--- config.mk ---
export PLATFORM = sky130hd
export DESIGN_NAME = rmg_rotmask_unit
export DESIGN_NICKNAME = d
export VERILOG_FILES = /design/src/rtl/rmg_pkg.sv /design/src/rtl/rmg_mask_gen.sv /design/src/rtl/rmg_rotator.sv /design/src/rtl/rmg_merge.sv /design/src/rtl/rmg_rotmask_unit.sv
export SDC_FILE = /design/constraint.sdc
export NUM_CORES = 1
export LEC_CHECK = 0
export CORE_ASPECT_RATIO = 0.7
export CORE_MARGIN = 1.5
export CORE_UTILIZATION = 50
export CTS_CLUSTER_SIZE = 24
export DETAILED_ROUTE_END_ITERATION = 12
export PLACE_DENSITY = 0.87
export SLEW_MARGIN = 20
export SYNTH_ARGS = -nofsm -noshare
export SYNTH_HDL_FRONTEND = slang
export SYNTH_HIERARCHICAL = 1
export SYNTH_SLANG_ARGS = --single-unit
--- constraint.sdc ---
create_clock -name clk -period 3 [get_ports clk]
set_input_delay 0.45 -clock clk [delete_from_list [all_inputs] [get_ports clk]]
set_output_delay 0.45 -clock clk [all_outputs]
set_load 0.01 [all_outputs]
--- src/rtl/rmg_pkg.sv ---
package rmg_pkg;

    // Datapath geometry
    localparam int unsigned DATA_W = 32;
    localparam int unsigned IDX_W  = $clog2(DATA_W);
    localparam int unsigned CTRL_W = 3 * IDX_W + 1;

    typedef logic [IDX_W-1:0]  idx_t;
    typedef logic [DATA_W-1:0] word_t;

    // Control word layout, MSB first: amount, begin, end, decoder flag
    typedef struct packed {
        idx_t amount;
        idx_t first;
        idx_t last;
        logic flag;
    } ctrl_t;

    // Registered output bundle
    typedef struct packed {
        logic  valid;
        word_t mask;
        word_t result;
    } out_t;

    // True when big-endian position pos lies inside the mask selected by first/last
    function automatic logic pos_selected(idx_t pos, idx_t first, idx_t last);
        logic after_first;
        logic before_last;
        after_first = (pos >= first);
        before_last = (pos <= last);
        if (last < first)
            return after_first | before_last;
        return after_first & before_last;
    endfunction

endpackage

--- src/rtl/rmg_mask_gen.sv ---
module rmg_mask_gen
    import rmg_pkg::*;
(
    input  idx_t  first,
    input  idx_t  last,
    output word_t mask
);

    // Little-endian bit i holds big-endian position DATA_W-1-i
    for (genvar i = 0; i < DATA_W; i++) begin : g_bit
        localparam idx_t POS = idx_t'(DATA_W - 1 - i);
        assign mask[i] = pos_selected(POS, first, last);
    end

endmodule

--- src/rtl/rmg_rotator.sv ---
module rmg_rotator
    import rmg_pkg::*;
(
    input  word_t src,
    input  idx_t  amount,
    output word_t rotated
);

    // Logarithmic rotate: stage k rotates left by 2**k when amount[k] is set
    word_t stage [IDX_W+1];

    assign stage[0] = src;

    for (genvar k = 0; k < IDX_W; k++) begin : g_stage
        localparam int unsigned STEP = 1 << k;
        assign stage[k+1] = amount[k]
            ? {stage[k][DATA_W-1-STEP:0], stage[k][DATA_W-1 -: STEP]}
            : stage[k];
    end

    assign rotated = stage[IDX_W];

endmodule

--- src/rtl/rmg_merge.sv ---
module rmg_merge
    import rmg_pkg::*;
(
    input  logic  insert,
    input  word_t rotated,
    input  word_t dst,
    input  word_t mask,
    output word_t result
);

    word_t kept;

    // Bits outside the mask come from dst in insert mode, else they are zero
    assign kept   = insert ? (dst & ~mask) : '0;
    assign result = (rotated & mask) | kept;

endmodule

--- src/rtl/rmg_rotmask_unit.sv ---
module rmg_rotmask_unit
    import rmg_pkg::*;
(
    input  logic                 clk,
    input  logic                 rst,
    input  logic                 in_valid,
    input  logic                 insert_en,
    input  logic [CTRL_W-1:0]    ctrl_word,
    input  logic [DATA_W-1:0]    src_data,
    input  logic [DATA_W-1:0]    dst_data,
    output logic                 out_valid,
    output logic [DATA_W-1:0]    mask_out,
    output logic [DATA_W-1:0]    result_out
);

    ctrl_t ctrl;
    word_t mask_c;
    word_t rot_c;
    word_t res_c;
    out_t  out_q;
    logic  unused_flag;

    assign ctrl        = ctrl_t'(ctrl_word);
    assign unused_flag = ctrl.flag;   // decoder flag, ignored here

    rmg_mask_gen u_mask (
        .first (ctrl.first),
        .last  (ctrl.last),
        .mask  (mask_c)
    );

    rmg_rotator u_rot (
        .src     (src_data),
        .amount  (ctrl.amount),
        .rotated (rot_c)
    );

    rmg_merge u_merge (
        .insert  (insert_en),
        .rotated (rot_c),
        .dst     (dst_data),
        .mask    (mask_c),
        .result  (res_c)
    );

    always_ff @(posedge clk) begin
        if (rst) begin
            out_q <= '0;
        end else begin
            out_q.valid <= in_valid;
            if (in_valid) begin
                out_q.mask   <= mask_c;
                out_q.result <= res_c;
            end
        end
    end

    assign out_valid  = out_q.valid;
    assign mask_out   = out_q.mask;
    assign result_out = out_q.result;

    // Requirement checks on the registered outputs

    assert_valid_follows_R9: assert property (@(posedge clk) disable iff (rst)
        in_valid |=> out_valid);

    assert_hold_when_idle_R10: assert property (@(posedge clk) disable iff (rst)
        !in_valid |=> (!out_valid && $stable(mask_out) && $stable(result_out)));

    assert_single_bit_R3: assert property (@(posedge clk) disable iff (rst)
        (in_valid && ctrl.first == ctrl.last) |=> ($countones(mask_out) == 1));

    assert_full_mask_R4: assert property (@(posedge clk) disable iff (rst)
        (in_valid && ctrl.first == '0 && ctrl.last == idx_t'(DATA_W - 1)) |=> (&mask_out));

    assert_wrap_ends_R5: assert property (@(posedge clk) disable iff (rst)
        (in_valid && ctrl.last < ctrl.first) |=> (mask_out[DATA_W-1] && mask_out[0]));

    assert_outside_zero_R7: assert property (@(posedge clk) disable iff (rst)
        (in_valid && !insert_en) |=> ((result_out & ~mask_out) == '0));

    assert_outside_dst_R8: assert property (@(posedge clk) disable iff (rst)
        (in_valid && insert_en) |=> (((result_out ^ $past(dst_data)) & ~mask_out) == '0));

    assert_pass_through_R6: assert property (@(posedge clk) disable iff (rst)
        (in_valid && !insert_en && ctrl.amount == '0 && ctrl.first == '0
         && ctrl.last == idx_t'(DATA_W - 1)) |=> (result_out == $past(src_data)));

endmodule

==> impl_metrics.tcl <==
set metrics [dict create \
    dieArea_sq_um 12200 \
    wire_per_inst_um 20.7 \
    synth-main-ff-cell "dfxtp_1" \
    hpwl_mm 13.6 \
    hold_viol_final 0 \
    cts_buffers 9 \
    track_usage_pct 29.6 \
    drtIter0Drc 582 \
    startpoint "ctrl_word[14]" \
    first_global_vias 5136 \
    rsz0062_at_grt "no" \
    synth_warnings 6 \
    synthCells 565 \
    fin_crit_ns 2.76 \
    grt_first_pass_wirelength_mm 28.2 \
    diodes 0 \
    setup_slack_ns 0.242 \
    insertion_delay_ns 0.33 \
    drv_slew 0 \
    path_clk_slew_ns 0.06 \
    antenna_found_initial 0 \
    synth_area_sq_um 5770 \
    register_area_sq_um 1300 \
    die_h_um 92.9 \
    leakagePower_nw 2.99 \
    grt_max_degree 66 \
    synth_seq_cells 65 \
    multi_input_comb_area_sq_um 4080 \
    synth_edf_count 0 \
    skew_ns 0 \
    drive_above_1_share_pct 28.5 \
    vdd_drop_max_mv 0.282 \
    synth.avg_cell_area_sq_um 10.2 \
    start_util_pct 51.9 \
    reg2reg_depth 2 \
    yosysSeqAreaShare_pct 22.5 \
    yosysUniqueCellTypes 42 \
    drc 0 \
    postRouteAntennaNets 0 \
    drv_cap 0 \
    fp.dieW_um 131 \
    cts_setup_buffers 0 \
    setup_viol 0 \
    root_buffer "clkbuf_16" \
    htreeDepth 3 \
    grt_overflow 0 \
    required_ns 3.20 \
    viasPerCell 6.20 \
    cts.sinks 65 \
    num_vias 5317 \
    placed_cells 842 \
    post-route-period-util_pct 91.9 \
    rrSetupSlack_ns 2.32 \
    ctsHoldBuffers 0 \
    clk_path_buf_depth 2 \
    synth_fp_nets 653 \
    slew_headroom_pct 56.7 \
    synthArstFlopShare_pct 0 \
    path_class "in -> reg" \
    fillers 885 \
    finalWeightedCongestion 0.945 \
    port_buffers 147 \
    fp-row-count 32 \
    fmax_ghz 0.363 \
    nets 788 \
    critPathArrivalTime_ns 2.95 \
    dp_slack_ns -0.0952 \
    critPathCaptureType "register" \
    r2r_start "result_out[28]$_SDFFE_PP0P_" \
    status "finished clean" \
    whs_ns 0.494 \
    cp-start-kind "input port" \
    mostFrequentLayoutCell "clkdlybuf4s50_1" \
    crit_end "result_out[31]$_SDFFE_PP0P_" \
    io_pins 149 \
    cts_tree "done" \
    layoutNonFillerInstCount 858 \
    r2r_end "result_out[28]$_SDFFE_PP0P_" \
    mostFrequentLayoutCells "clkdlybuf4s50_1, nand2_1, nor2_1" \
    syn2layout_area_growth_pct 32.1 \
    drtPass1Iterations 7 \
    min_path_type "reg -> reg" \
    timing.setup.tns_ns 0 \
    crit_fanout 19 \
    core_area_sq_um 11100 \
    power-per-cell-area_nw_per_um2 448 \
    cts-resized-gates 0 \
    worstMarginPinSlew_ns 0.649 \
    wl_mm 17.7 \
]
how the worst min path moves through the flow:
stage | cells after the start | from | slack [ns] | end
after floorplan | 2 | mask_out[0]$_SDFFE_PP0P_ | 0.53 | mask_out[0]$_SDFFE_PP0P_
after global placement | 2 | result_out[15]$_SDFFE_PP0P_ | 0.47 | result_out[15]$_SDFFE_PP0P_
after detailed placement | 2 | result_out[27]$_SDFFE_PP0P_ | 0.48 | result_out[27]$_SDFFE_PP0P_
after global routing | 2 | result_out[25]$_SDFFE_PP0P_ | 0.52 | result_out[25]$_SDFFE_PP0P_
final | 2 | result_out[27]$_SDFFE_PP0P_ | 0.49 | result_out[27]$_SDFFE_PP0P_
after CTS | 2 | result_out[27]$_SDFFE_PP0P_ | 0.50 | result_out[27]$_SDFFE_PP0P_
area by class of cell:
| cell class | count | share of cell area [%] |
|---|---|---|
| multi-input combinational | 443 | 53.5 |
| timing repair buffer | 173 | 22.6 |
| clock inverter | 6 | 0.870 |
| inverter | 8 | 0.394 |
| sequential | 65 | 17.1 |
| tap | 153 | 2.51 |
| clock buffer | 10 | 3.13 |
flip-flops by register name, summed over array words and instances, names as in the netlist:
signal / cells
mask_out: 32
result_out: 32
out_valid: 1
per-stage QoR:
| stage | area (sq um) | utilization (%) | power (mW) |
|---|---|---|---|
| floorplan | 5770 | - | 1.84 |
| global placement | 7320 | 65.7 | 2.30 |
| detailed placement | 7320 | 65.7 | 2.34 |
| CTS | 7620 | 68.5 | 3.41 |
| global route | 7620 | 68.5 | 3.56 |
| finish | 7620 | 68.5 | 3.41 |
layer usage:
layer	global-route usage, %	share of wire [%]	up-vias
met5	0	0	-
li1	-	-	2352
met2	46.0	45	345
met1	40.9	42	2591
met4	8.06	1.7	0
met3	7.99	11	29
synth_stat cells (all sizes together), types with 3 or more instances:
master	number	share of area [%]
nand2	87	5.7
nor2	79	5.2
dfxtp	65	23
mux2i	64	11
mux4	64	25
o21ai	38	5.3
buf	34	5.3
mux2	32	6.2
maj3	29	5.6
clkbuf	15	0.98
a21oi	8	0.69
inv	7	0.46
a21boi	5	0.65
a31oi	5	0.80
o21bai	5	0.65
ha	4	0.87
nand3	4	0.35
nor2b	4	0.48
a21o	3	0.41
power breakdown:
part / leakage (nW) / internal, mW / total (mW) / switching [mW]
Combinational: 2.31 / 0.702 / 1.35 / 0.651
Clock: 0.141 / 0.666 / 1.06 / 0.396
Sequential: 0.536 / 0.947 / 0.999 / 0.0522
Total: 2.99 / 2.32 / 3.41 / 1.10
worst max-delay path, stage by stage:
cell and delay (ns):
clkdlybuf4s50_1 0.51, buf_12 0.18, buf_4 0.17, mux4_2 0.39, mux4_2 0.56, mux2_2 0.31
nand2_1 0.06, o21ai_0 0.09, mux2i_1 0.17, nor2_1 0.06
cell families (layout without fill, tap and decap cells):
logic type	after synthesis	count (layout)	share of synthesized area, %
DFF	65	65	22.5
AOI/OAI and AO/OA	68	68	9.08
and+or+nand+nor	182	182	12.6
adders and majority gates	33	33	6.48
muxes	160	160	42.5
buffers and inverters	57	197	6.83
Power figures use the tool's default switching activity.
